$ cat config.mk
export PLATFORM = sky130hd
export DESIGN_NAME = ext_irq_cond
export DESIGN_NICKNAME = d
export VERILOG_FILES = /design/src/rtl/ext_irq_pkg.sv /design/src/rtl/ext_irq_sync.sv /design/src/rtl/ext_irq_keysel.sv /design/src/rtl/ext_irq_detect.sv /design/src/rtl/ext_irq_cond.sv
export SDC_FILE = /design/constraint.sdc
export NUM_CORES = 1
export LEC_CHECK = 0
export BUFFER_PORTS_ARGS = -buffer_cell sky130_fd_sc_hd__buf_2
export CORE_ASPECT_RATIO = 1.1
export CORE_MARGIN = 2
export CORE_UTILIZATION = 52
export DETAILED_ROUTE_END_ITERATION = 10
export PLACE_DENSITY = 0.78
export SYNTH_ARGS = -nofsm -noshare
export SYNTH_HDL_FRONTEND = slang
export SYNTH_HIERARCHICAL = 1
export SYNTH_SLANG_ARGS = --single-unit
export TNS_END_PERCENT = 30
$ cat constraint.sdc
create_clock -name clk -period 1.74 [get_ports clk]
set_input_delay 0.261 -clock clk [delete_from_list [all_inputs] [get_ports clk]]
set_output_delay 0.261 -clock clk [all_outputs]
set_load 0.03 [all_outputs]
$ cat src/rtl/ext_irq_pkg.sv
package ext_irq_pkg;
   localparam int CTRL_W  = 8;
   localparam int POL_BIT = 4;
   localparam int LVL_BIT = 5;
   localparam int SRC_LO  = 6;
   localparam int SRC_HI  = 7;

   typedef enum logic [1:0] {
      SRC_PIN        = 2'b00,
      SRC_RSVD       = 2'b01,
      SRC_KEY_NARROW = 2'b10,
      SRC_KEY_WIDE   = 2'b11
   } src_sel_e;
endpackage

$ cat src/rtl/ext_irq_sync.sv
module ext_irq_sync #(
   parameter int W      = 1,
   parameter int STAGES = 2
) (
   input  logic         clk,
   input  logic         rst_n,
   input  logic [W-1:0] async_i,
   output logic [W-1:0] sync_o
);
   logic [W-1:0] stage_q [STAGES];

   always_ff @(posedge clk or negedge rst_n) begin
      if (!rst_n) begin
         for (int i = 0; i < STAGES; i++) stage_q[i] <= '0;
      end else begin
         stage_q[0] <= async_i;
         for (int i = 1; i < STAGES; i++) stage_q[i] <= stage_q[i-1];
      end
   end

   assign sync_o = stage_q[STAGES-1];
endmodule

$ cat src/rtl/ext_irq_keysel.sv
module ext_irq_keysel
   import ext_irq_pkg::*;
#(
   parameter int NUM_KEY    = 5,
   parameter int KEY_NARROW = 4
) (
   input  src_sel_e         sel_i,
   output logic [NUM_KEY:0] mask_o
);
   assign mask_o[0] = (sel_i == SRC_PIN);

   for (genvar k = 0; k < NUM_KEY; k++) begin : g_key
      if (k < KEY_NARROW) begin : g_narrow
         assign mask_o[k+1] = (sel_i == SRC_KEY_NARROW) || (sel_i == SRC_KEY_WIDE);
      end else begin : g_wide
         assign mask_o[k+1] = (sel_i == SRC_KEY_WIDE);
      end
   end
endmodule

$ cat src/rtl/ext_irq_detect.sv
module ext_irq_detect #(
   parameter int W = 1
) (
   input  logic         clk,
   input  logic         rst_n,
   input  logic [W-1:0] in_i,
   input  logic [W-1:0] mask_i,
   input  logic         pol_i,
   input  logic         lvl_i,
   output logic         req_o
);
   logic [W-1:0] prev_q;
   logic [W-1:0] hit;

   always_ff @(posedge clk or negedge rst_n) begin
      if (!rst_n) prev_q <= '0;
      else        prev_q <= in_i;
   end

   always_comb begin
      if (lvl_i)      hit = pol_i ? ~in_i : in_i;
      else if (pol_i) hit = ~prev_q & in_i;
      else            hit = prev_q & ~in_i;
   end

   assign req_o = |(hit & mask_i);

   if (W == 1) begin : g_single_chk
      // an edge pulse lasts one cycle while polarity is held
      a_r4_edge_single: assert property (@(posedge clk) disable iff (!rst_n)
         (!lvl_i && req_o) |=> (lvl_i || (pol_i != $past(pol_i)) || !req_o));
   end
endmodule

$ cat src/rtl/ext_irq_cond.sv
module ext_irq_cond
   import ext_irq_pkg::*;
#(
   parameter int NUM_CH      = 5,
   parameter int NUM_KEY     = 5,
   parameter int KEY_NARROW  = 4,
   parameter int KEY_CH      = 3,
   parameter int LOCK_CH     = 4,
   parameter bit LOCK_EN     = 1'b1,
   parameter int SYNC_STAGES = 2,
   localparam int CH_W       = $clog2(NUM_CH),
   localparam int SYNC_W     = NUM_CH + NUM_KEY
) (
   input  logic                     clk,
   input  logic                     rst_n,
   input  logic [NUM_CH-1:0]        pin_i,
   input  logic [NUM_KEY-1:0]       key_i,
   input  logic                     unlock_i,
   input  logic                     wr_en_i,
   input  logic [CH_W-1:0]          wr_ch_i,
   input  logic [CTRL_W-1:0]        wr_data_i,
   output logic [NUM_CH-1:0]        set_req_o,
   output logic [CTRL_W*NUM_CH-1:0] ctrl_rd_o
);
   if (NUM_CH < 2 || KEY_CH >= NUM_CH || LOCK_CH >= NUM_CH) begin : g_bad_ch
      $error("ext_irq_cond: channel parameters out of range");
   end
   if (KEY_NARROW < 1 || KEY_NARROW > NUM_KEY) begin : g_bad_key
      $error("ext_irq_cond: KEY_NARROW must lie in 1..NUM_KEY");
   end
   if (SYNC_STAGES < 2) begin : g_bad_sync
      $error("ext_irq_cond: at least two synchronizer stages required");
   end

   logic [CTRL_W-1:0] ctrl_q [NUM_CH];
   logic [NUM_CH-1:0] pin_s;
   logic [NUM_KEY-1:0] key_s;

   ext_irq_sync #(.W(SYNC_W), .STAGES(SYNC_STAGES)) sync_i (
      .clk     (clk),
      .rst_n   (rst_n),
      .async_i ({key_i, pin_i}),
      .sync_o  ({key_s, pin_s})
   );

   for (genvar c = 0; c < NUM_CH; c++) begin : g_ch
      logic wr_ok;
      if (LOCK_EN && c == LOCK_CH) begin : g_locked
         assign wr_ok = unlock_i;
      end else begin : g_open
         assign wr_ok = 1'b1;
      end

      always_ff @(posedge clk or negedge rst_n) begin
         if (!rst_n)
            ctrl_q[c] <= '0;
         else if (wr_en_i && (int'(wr_ch_i) == c) && wr_ok)
            ctrl_q[c] <= wr_data_i;
      end

      assign ctrl_rd_o[c*CTRL_W +: CTRL_W] = ctrl_q[c];

      if (c == KEY_CH) begin : g_key_ch
         logic [NUM_KEY:0] mask;
         ext_irq_keysel #(.NUM_KEY(NUM_KEY), .KEY_NARROW(KEY_NARROW)) keysel_i (
            .sel_i  (src_sel_e'(ctrl_q[c][SRC_HI:SRC_LO])),
            .mask_o (mask)
         );
         ext_irq_detect #(.W(NUM_KEY+1)) det_i (
            .clk    (clk),
            .rst_n  (rst_n),
            .in_i   ({key_s, pin_s[c]}),
            .mask_i (mask),
            .pol_i  (ctrl_q[c][POL_BIT]),
            .lvl_i  (ctrl_q[c][LVL_BIT]),
            .req_o  (set_req_o[c])
         );
      end else begin : g_pin_ch
         ext_irq_detect #(.W(1)) det_i (
            .clk    (clk),
            .rst_n  (rst_n),
            .in_i   (pin_s[c]),
            .mask_i (1'b1),
            .pol_i  (ctrl_q[c][POL_BIT]),
            .lvl_i  (ctrl_q[c][LVL_BIT]),
            .req_o  (set_req_o[c])
         );
      end
   end

   // reserved source code silences the key channel
   a_r8_reserved_quiet: assert property (@(posedge clk) disable iff (!rst_n)
      (ctrl_q[KEY_CH][SRC_HI:SRC_LO] == SRC_RSVD) |-> !set_req_o[KEY_CH]);

   // out-of-range channel writes leave every register untouched
   a_r2_range_write: assert property (@(posedge clk) disable iff (!rst_n)
      (wr_en_i && int'(wr_ch_i) >= NUM_CH) |=> $stable(ctrl_rd_o));

   if (LOCK_EN) begin : g_lock_chk
      // locked register holds while unlock is low
      a_r9_lock_hold: assert property (@(posedge clk) disable iff (!rst_n)
         (wr_en_i && !unlock_i && int'(wr_ch_i) == LOCK_CH) |=> $stable(ctrl_q[LOCK_CH]));
   end
endmodule

==> flow_metrics.env, run 1 <==
export IMPL_status="finished with violations"
export IMPL_violations="setup timing"
export IMPL_rsz0062_at_grt="yes"
export IMPL_cp_required_ps=1480
export IMPL_final_hold_viol_count=0
export IMPL_grt_overflow=0
export IMPL_synth_seq_area_share_pct=61.7
export IMPL_setup_worst_path_start="ctrl_rd_o[29]$_DFFE_PN0P_"
export IMPL_wl_per_cell_um=15.2
export IMPL_syn_avg_cell_area_um2=14.3
export IMPL_place_inst=336
export IMPL_routed_via_density=5.08
export IMPL_tightest_slew_ps=577
export IMPL_rows=28
export IMPL_grt_pass1_wl_mm=8.28
export IMPL_critPathArrivalTime_ps=1820
export IMPL_htreeDepth=3
export IMPL_startpoint_type="register"
export IMPL_chipHeight_um=81.5
export IMPL_insertion_delay_ps=330
export IMPL_netlist_area_um2=2840
export IMPL_worstHoldPathType="input pin to register"
export IMPL_layout_nets=300
export IMPL_ys_warn_count=6
export IMPL_r2r_start="ctrl_rd_o[29]$_DFFE_PN0P_"
export IMPL_stdcell_count=353
export IMPL_clock_skew_ps=4.54
export IMPL_cts_root_buf="clkbuf_8"
export IMPL_synthTopCellsByArea="dfrtp_1 (62%), mux2_2 (16%), buf_4 (3.7%), or3b_1 (1.9%), nor3b_2 (1.8%)"
export IMPL_drive_above_1_share_pct=53.6
export IMPL_place_congestion=0.697
export IMPL_synth_top_area_cell="dfrtp_1"
export IMPL_n_antenna_cell=0
export IMPL_worst_slack_ps=-346
export IMPL_totalWireLength_mm=5.37
export IMPL_pwr_share_seq_pct=45.5
export IMPL_clkTransAtPathRegs_ps=70
export IMPL_multi_input_area_um2=983
export IMPL_detail_route_antenna_nets=0
export IMPL_setup_viol=1
export IMPL_grt_pass1_vias=1718
export IMPL_crit_path_max_fanout=7
export IMPL_drc=0
export IMPL_p_sw_share_pct=33.8
export IMPL_ys_seq_elements=70
export IMPL_internal_power_mw=3.00
export IMPL_maxSlewHeadroom_pct=61.3
export IMPL_grt_total_usage_pct=18.8
export IMPL_syn_instance_count=198
export IMPL_fin_util_pct=65.6
export IMPL_power_net_switching_mw=1.53
export IMPL_worstHoldStart="key_i[1]"
export IMPL_core_um2=5330
export IMPL_area_delta_synth_final_pct=23.1
export IMPL_dpl_hpwl_mm=3.77
export IMPL_cts_num_sinks=70
export IMPL_fin_area_um2=3500
export IMPL_fin_crit_sh_pct=120
export IMPL_cts_made_buffers=9
export IMPL_initial_core_util_pct=53.3
export IMPL_slew_violations=0
export IMPL_io_pins=70
export IMPL_period_needed_ps=2090
export IMPL_seq_area_um2=1750
export IMPL_p_comb_share_pct=29.1
export IMPL_leakagePower_nw=1.64
export IMPL_die_area_um2=6070
export IMPL_peakVddDrop_v=0.000828
export IMPL_synth_top_cell_area_share_pct=61.7
export IMPL_antenna_found_initial=0
export IMPL_vias=1795
export IMPL_fin_hold_ws_ps=32.5
export IMPL_drtIter0Drc=74
export IMPL_drv_cap=0
export IMPL_grt_max_degree=44
export IMPL_clockPowerShare_pct=25.3
export IMPL_ys_types=28
export IMPL_power_density_nw_per_um2=1300
export IMPL_total_power_mw=4.54
export IMPL_fillers=406
export IMPL_first_pass_iters=4
export IMPL_cts_path_max_buffers=2
export IMPL_cts_tree="built"
export IMPL_portBuffers=69
export IMPL_dpl_cell_area_um2=3270
export IMPL_max_freq_ghz=0.479
export IMPL_worst_setup_path_type="register to primary output"
export IMPL_end_kind="primary output"
export IMPL_die_w_um=74.5
## critical path, stage by stage, from the launching register on
cell and delay (ps):
dfrtp_2 460, buf_6 150, or3b_1 340, a32oi_1 160, a22oi_1 120, nand4_1 130, buf_6 140
## layer usage
layer | vias to the layer above | routed length, µm | part of all wire, % | GRT usage (%)
li1 | 853 | - | - | -
met1 | 889 | 2320 | 43 | 23.1
met2 | 46 | 2690 | 50 | 30.2
met3 | 7 | 269 | 5.0 | 5.52
met4 | 0 | 91 | 1.7 | 9.11
met5 | - | 0 | 0 | 0
## worst paths after layout
kind	endpoint	slack, ps	cells past startpoint
worst max-delay path	set_req_o[3]	-350	6
worst min-delay path	sync_i/stage_q[16]$_DFF_PN0_	30	1
worst max register to register	ctrl_rd_o[29]$_DFFE_PN0P_	630	3
worst min register to register	sync_i/sync_o[9]$_DFF_PN0_	340	0
max in group asynchronous	ctrl_rd_o[29]$_DFFE_PN0P_	1050	3
min in group asynchronous	ctrl_rd_o[23]$_DFFE_PN0P_	440	3
## Yosys cell counts, drive strengths merged
cell,instances
nand4b,1
mux2,40
inv,1
conb,1
and2,1
o221ai,2
or3b,8
nor2,6
dfrtp,70
nor4b,1
a21oi,8
clkbuf,2
a21o,4
nand4,2
a22oi,2
a32oi,4
nor3b,6
nand2b,6
mux2i,4
buf,17
nor4bb,2
o21ai,8
nand2,2
## power by group through the flow
stage	Clock, mW	Combinational [mW]	Sequential [mW]
6_report	1.15	1.32	2.07
5_1_grt	1.24	1.40	2.11
3_5_place_dp	0	1.27	2.10
3_3_place_gp	0	1.25	2.09
4_1_cts	1.18	1.32	2.07
2_1_floorplan	0	0.508	2.46
## through the flow
| stage | setup WS, ps | TNS (ps) |
|---|---|---|
| after floorplan | -0.527 | -0.527 |
| after global placement | -17.0 | -17.0 |
| after detailed placement | -56.3 | -56.3 |
| after CTS | -332 | -332 |
| after global routing | -406 | -406 |
| final | -346 | -346 |
## layout by cell type (no fill, tap or decap), types with 2 or more instances in the layout
cell type  netlist  final
nor4bb_2         0      2
mux2i_1          4      4
nand2_1          2      2
a32oi_1          4      4
a21oi_1          8      7
nor3b_2          4      4
buf_6            1      4
or3b_4           0      2
clkbuf_8         0     12
o221ai_1         2      2
a21o_2           4      4
nor2_1           6      6
a22oi_1          2      2
o21ai_0          4      4
dfrtp_1         70     69
nand2b_1         6      6
buf_4           14      7
nand4_1          2      2
mux2_2          40     40
buf_2            2     68
o21ai_1          4      4
conb_1           1      4
nor3b_1          2      2
buf_12           0      2
or3b_1           6      6
## sequential cells by signal (all words and copies together), names as in the netlist
| register | flops |
|---|---|
| g_ch.g_key_ch.det_i/prev_q | 6 |
| sync_i/sync_o | 10 |
| ctrl_rd_o | 40 |
| g_ch.g_pin_ch.det_i/prev_q | 4 |
| sync_i/stage_q | 10 |
## timing repair
action,in CTS,in global routing
gates resized for setup,7,3
hold buffers,1,0
pin swaps,6,2
buffers inserted,2,0
endpoints found under the hold margin,70,0
endpoints found under the setup margin,1,1
## kinds of logic after synthesis
logic type      after synthesis  synth area share [%]
flops                        70                  61.7
mux                          44                  17.3
simple gates                 35                  9.65
compound gates               28                  6.43
buf+inv                      20                  4.85
other cells                   1                 0.132
## cell type report
type	count	share of cell area, %
clock buffer	13	4.83
timing repair buffer	82	14.0
clock inverter	1	0.143
tap	75	2.68
multi-input combinational	111	28.1
inverter	1	0.107
sequential	70	50.1
Note: power is estimated with default switching activity, not from simulation.
==> inputs of run 2 (changes only) <==
- BUFFER_PORTS_ARGS: -buffer_cell sky130_fd_sc_hd__buf_2 -> -buffer_cell sky130_fd_sc_hd__clkbuf_2
==> flow_metrics.env, run 2 (synthesized netlist as in run 1, its figures left out) <==
export IMPL_status="finished with violations"
export IMPL_violations="setup timing"
export IMPL_pwr_share_seq_pct=43.5
export IMPL_crit_end="set_req_o[3]"
export IMPL_fin_area_um2=3520
export IMPL_final_hold_viol_count=0
export IMPL_chipHeight_um=81.5
export IMPL_worst_slack_ps=-401
export IMPL_cts_num_sinks=70
export IMPL_rsz0062_at_grt="yes"
export IMPL_fillers=429
export IMPL_largest_reg_flops=40
export IMPL_place_inst=336
export IMPL_r2r_end="ctrl_rd_o[29]$_DFFE_PN0P_"
export IMPL_final_cell_mix="dfrtp_1 (69), clkbuf_2 (67), mux2_2 (40), clkbuf_8 (14), buf_4 (10)"
export IMPL_die_w_um=74.5
export IMPL_portBuffers=69
export IMPL_end_kind="primary output"
export IMPL_cp_depth=6
export IMPL_core_um2=5330
export IMPL_worst_path_buf_inv=2
export IMPL_wl_per_cell_um=15.7
export IMPL_stdcell_count=355
export IMPL_vias=1835
export IMPL_drive_above_1_share_pct=54.3
export IMPL_insertion_delay_ps=330
export IMPL_internal_power_mw=3.19
export IMPL_crit_chain="buf_6 -> or3b_1 -> a32oi_1 -> a22oi_1 -> nand4_1 -> clkbuf_8"
export IMPL_slowest_delay_ps=460
export IMPL_seq_area_um2=1750
export IMPL_layout_nets=300
export IMPL_cts_root_buf="clkbuf_8"
export IMPL_place_ws_ps=-38.4
export IMPL_r2r_slack_ps=600
export IMPL_setup_viol=1
export IMPL_clock_skew_ps=10.2
export IMPL_rows=28
export IMPL_clkTransAtPathRegs_ps=80
export IMPL_drc=0
export IMPL_multi_input_area_um2=982
export IMPL_totalWireLength_mm=5.58
export IMPL_r2r_start="ctrl_rd_o[29]$_DFFE_PN0P_"
export IMPL_grt_overflow=0
export IMPL_grt_pass1_vias=1811
export IMPL_dpl_hpwl_mm=3.79
export IMPL_leakagePower_nw=1.66
export IMPL_max_freq_ghz=0.467
export IMPL_peakVddDrop_v=0.000851
export IMPL_cts_tree="built"
export IMPL_place_congestion=0.746
export IMPL_power_density_nw_per_um2=1360
export IMPL_cp_top_family="flip-flops"
export IMPL_worst_setup_path_type="register to primary output"
export IMPL_startpoint_type="register"
export IMPL_setup_worst_path_start="ctrl_rd_o[29]$_DFFE_PN0P_"
export IMPL_p_sw_share_pct=33.2
export IMPL_initial_core_util_pct=53.3
export IMPL_clockPowerShare_pct=29.0
export IMPL_die_area_um2=6070
export IMPL_r2r_cells=3
export IMPL_grt_max_degree=71
export IMPL_cts_made_buffers=9
export IMPL_period_needed_ps=2140
export IMPL_grt_pass1_wl_mm=8.74
export IMPL_cts_path_max_buffers=2
export IMPL_power_net_switching_mw=1.58
export IMPL_slew_violations=0
export IMPL_detail_route_antenna_nets=0
export IMPL_tightest_slew_ps=621
export IMPL_grt_total_usage_pct=19.6
export IMPL_n_antenna_cell=0
export IMPL_worstHoldStart="key_i[2]"
export IMPL_antenna_found_initial=0
export IMPL_crit_path_max_fanout=6
export IMPL_maxSlewHeadroom_pct=58.4
export IMPL_fin_crit_sh_pct=123
export IMPL_htreeDepth=3
export IMPL_drtIter0Drc=124
export IMPL_routed_via_density=5.17
export IMPL_worstHoldPathType="input pin to register"
export IMPL_critPathArrivalTime_ps=1880
export IMPL_cp_required_ps=1480
export IMPL_first_pass_iters=4
export IMPL_io_pins=70
export IMPL_p_comb_share_pct=27.5
export IMPL_dpl_cell_area_um2=3260
export IMPL_final_common_cell="dfrtp_1"
export IMPL_crit_slowest_cell="dfrtp_2"
export IMPL_drv_cap=0
export IMPL_area_delta_synth_final_pct=24.0
-- run 2: cell count changes in the layout (fill, tap and decap cells not counted), moves of 2 or more --
cell / delta
or3b_4: -2
buf_4: +3
buf_6: -3
clkbuf_8: +2
or3b_2: +2
buf_2: -67
clkbuf_2: +67
-- run 2: final cells by class --
| cell class | instances | share of cell area [%] |
|---|---|---|
| clock buffer | 13 | 5.08 |
| inverter | 1 | 0.107 |
| timing repair buffer | 82 | 13.4 |
| multi-input combinational | 111 | 27.9 |
| clock inverter | 3 | 1.14 |
| tap | 75 | 2.66 |
| sequential | 70 | 49.8 |
-- run 2: stage by stage --
stage	power [mW]	setup TNS, ps	hold slack, ps	util (%)
after floorplan	2.97	-0.527	-34.6	-
after global placement	3.34	-3.84	313	61.2
after detailed placement	3.38	-38.4	312	61.2
after CTS	4.81	-382	14.3	66.0
after global routing	4.98	-466	15.0	66.1
final	4.77	-401	30.2	66.1
-- run 2: timing repair --
item | 4_1_cts | 5_1_grt
pin swaps | 3 | 3
endpoints found under the hold margin | 70 | 0
hold buffers | 1 | 0
setup buffers | 2 | 0
setup endpoints to repair | 1 | 1
gates resized for setup | 4 | 1
-- run 2: routing by layer --
metal / up-vias / routed length (µm) / global-route usage [%]
li1: 849 / - / -
met1: 932 / 2340 / 24.7
met2: 47 / 2890 / 32.3
met3: 7 / 275 / 4.79
met4: 0 / 74 / 8.57
met5: - / 0 / 0
-- run 2: power groups by stage --
stage,Combinational [mW],Clock (mW),Sequential [mW]
6_report,1.31,1.38,2.08
5_1_grt,1.40,1.47,2.12
4_1_cts,1.32,1.41,2.07
3_5_place_dp,1.28,0,2.10
3_3_place_gp,1.24,0,2.09
2_1_floorplan,0.508,0,2.46
-- run 2: worst min-delay path by stage --
stage               cells after the start  slack (ps)                      endpoint
finish                                  1          30  sync_i/stage_q[17]$_DFF_PN0_
global route                            1          10  sync_i/stage_q[17]$_DFF_PN0_
CTS                                     1          10  sync_i/stage_q[17]$_DFF_PN0_
detailed placement                      2         310     ctrl_rd_o[27]$_DFFE_PN0P_
global placement                        2         310  sync_i/stage_q[19]$_DFF_PN0_
floorplan                               0         -30      ctrl_rd_o[0]$_DFFE_PN0P_
-- run 2: worst register-to-register path: stages (launching register included) --
cell and delay, ps:
dfrtp_2 460, buf_4 150, buf_4 150, mux2_2 260
==> inputs of run 3 (changes only) <==
- BUFFER_PORTS_ARGS: -buffer_cell sky130_fd_sc_hd__clkbuf_2 -> -buffer_cell sky130_fd_sc_hd__buf_2
- CORE_MARGIN: 2 -> 8
- SLEW_MARGIN: unset -> 40
==> flow_metrics.env, run 3 (synthesized netlist as in run 1, its figures left out) <==
export IMPL_status="finished with violations"
export IMPL_violations="setup timing"
export IMPL_chipHeight_um=93.5
export IMPL_die_area_um2=8090
export IMPL_cp_required_ps=1480
export IMPL_cpMostUsedCell="buf_6"
export IMPL_drv_cap=0
export IMPL_initial_core_util_pct=53.3
export IMPL_worst_slack_ps=-295
export IMPL_clkTransAtPathRegs_ps=70
export IMPL_r2r_end="ctrl_rd_o[29]$_DFFE_PN0P_"
export IMPL_wl_met1_mm=2.45
export IMPL_power_density_nw_per_um2=1290
export IMPL_cts_made_buffers=9
export IMPL_worstHoldStart="key_i[2]"
export IMPL_cp_top_family="simple AND/OR/NAND/NOR gates"
export IMPL_setup_worst_path_start="ctrl_rd_o[29]$_DFFE_PN0P_"
export IMPL_grt_max_degree=71
export IMPL_cts_path_max_buffers=2
export IMPL_fillers=421
export IMPL_detail_route_antenna_nets=0
export IMPL_crit_end="set_req_o[3]"
export IMPL_layout_nets=301
export IMPL_first_pass_iters=4
export IMPL_worst_setup_path_type="register to primary output"
export IMPL_routed_via_density=4.99
export IMPL_grt_total_usage_pct=14.9
export IMPL_n_antenna_cell=0
export IMPL_grt_pass1_wl_mm=9.32
export IMPL_total_power_mw=4.48
export IMPL_worstHoldPathType="input pin to register"
export IMPL_drtIter0Drc=66
export IMPL_drive_above_1_share_pct=52.9
export IMPL_portBuffers=69
export IMPL_peakVddDrop_v=0.000763
export IMPL_r2r_cells=3
export IMPL_htreeDepth=3
export IMPL_hold_depth=1
export IMPL_largest_reg_flops=40
export IMPL_maxSlewHeadroom_pct=61.6
export IMPL_final_cell_mix="dfrtp_1 (69), buf_2 (68), mux2_2 (40), clkbuf_8 (10), buf_4 (10)"
export IMPL_crit_chain="buf_6 -> or3b_1 -> a32oi_1 -> a22oi_1 -> nand4_1 -> buf_6"
export IMPL_tightest_slew_ps=573
export IMPL_cts_tree="built"
export IMPL_slowest_delay_ps=450
export IMPL_slew_violations=0
export IMPL_wl_per_cell_um=16.1
export IMPL_insertion_delay_ps=320
export IMPL_cts_root_buf="clkbuf_8"
export IMPL_r2r_slack_ps=620
export IMPL_crit_slowest_cell="dfrtp_2"
export IMPL_final_common_cell="dfrtp_1"
export IMPL_core_um2=5330
export IMPL_leakagePower_nw=1.63
export IMPL_end_kind="primary output"
export IMPL_io_pins=70
export IMPL_fin_crit_sh_pct=117
export IMPL_setup_viol=1
export IMPL_startpoint_type="register"
export IMPL_dpl_hpwl_mm=4.11
export IMPL_area_delta_synth_final_pct=22.1
export IMPL_grt_pass1_vias=1920
export IMPL_clock_skew_ps=5.77
export IMPL_grt_overflow=0
export IMPL_die_w_um=86.5
export IMPL_rows=28
export IMPL_setup_tns_ps=-295
export IMPL_critPathArrivalTime_ps=1770
export IMPL_wl_met2_mm=2.89
export IMPL_vias=1771
export IMPL_final_hold_viol_count=0
export IMPL_met3_length_um=339
export IMPL_cp_depth=6
export IMPL_totalWireLength_mm=5.73
export IMPL_max_freq_ghz=0.491
export IMPL_drc=0
export IMPL_worst_path_buf_inv=2
export IMPL_multi_input_area_um2=980
export IMPL_crit_path_max_fanout=6
export IMPL_r2r_start="ctrl_rd_o[29]$_DFFE_PN0P_"
export IMPL_top_layer="met4"
export IMPL_antenna_found_initial=0
export IMPL_place_congestion=0.717
export IMPL_rsz0062_at_grt="yes"
export IMPL_cts_num_sinks=70
export IMPL_seq_area_um2=1750
export IMPL_period_needed_ps=2030
[run 3: worst min path at each step]
stage,end,slack [ps]
global route,sync_i/stage_q[18]$_DFF_PN0_,20
global placement,ctrl_rd_o[33]$_DFFE_PN0P_,310
finish,sync_i/stage_q[17]$_DFF_PN0_,40
detailed placement,ctrl_rd_o[33]$_DFFE_PN0P_,310
CTS,sync_i/stage_q[17]$_DFF_PN0_,20
floorplan,ctrl_rd_o[0]$_DFFE_PN0P_,-30
[run 3: where the power goes]
group / leakage (nW) / internal, mW / switching [mW]
combinational: 0.716 / 0.518 / 0.813
sequential: 0.831 / 1.87 / 0.194
clock: 0.0833 / 0.546 / 0.535
[run 3: repair_timing]
action / in CTS / in global routing
pin swaps: 8 / 6
setup buffers: 3 / 0
cloned: 0 / 0
hold endpoints to repair: 70 / 0
setup endpoints to repair: 1 / 2
hold buffers: 1 / 0
gates resized for setup: 8 / 0
[run 3: through the flow]
step	util, %	area [µm²]	instances	setup WS, ps	hold WS (ps)
2_1_floorplan	-	2850	201	-0.527	-34.6
3_3_place_gp	61.2	3260	336	-25.5	309
3_5_place_dp	61.2	3260	336	-64.8	313
4_1_cts	65.1	3470	355	-318	19.2
5_1_grt	65.1	3470	355	-384	19.4
6_report	65.1	3470	355	-295	35.3
[run 3: worst reg2reg max path, stage by stage, from the launching register on]
cell and delay, ps:
dfrtp_2 450, buf_6 140, buf_4 150, mux2_2 270
[run 3: metal layers]
layer | vias to the layer above | GRT usage (%)
li1 | 850 | -
met1 | 872 | 17.4
met2 | 45 | 24.2
met3 | 4 | 6.05
met4 | 0 | 5.17
met5 | - | 0
[run 3: area by class of cell]
type / instances / share of cell area, %
Multi-Input combinational cell: 111 / 28.2
Clock inverter: 2 / 0.289
Sequential cell: 70 / 50.5
Clock buffer: 13 / 4.29
Tap cell: 75 / 2.71
Timing Repair Buffer: 83 / 13.8
Inverter: 1 / 0.108
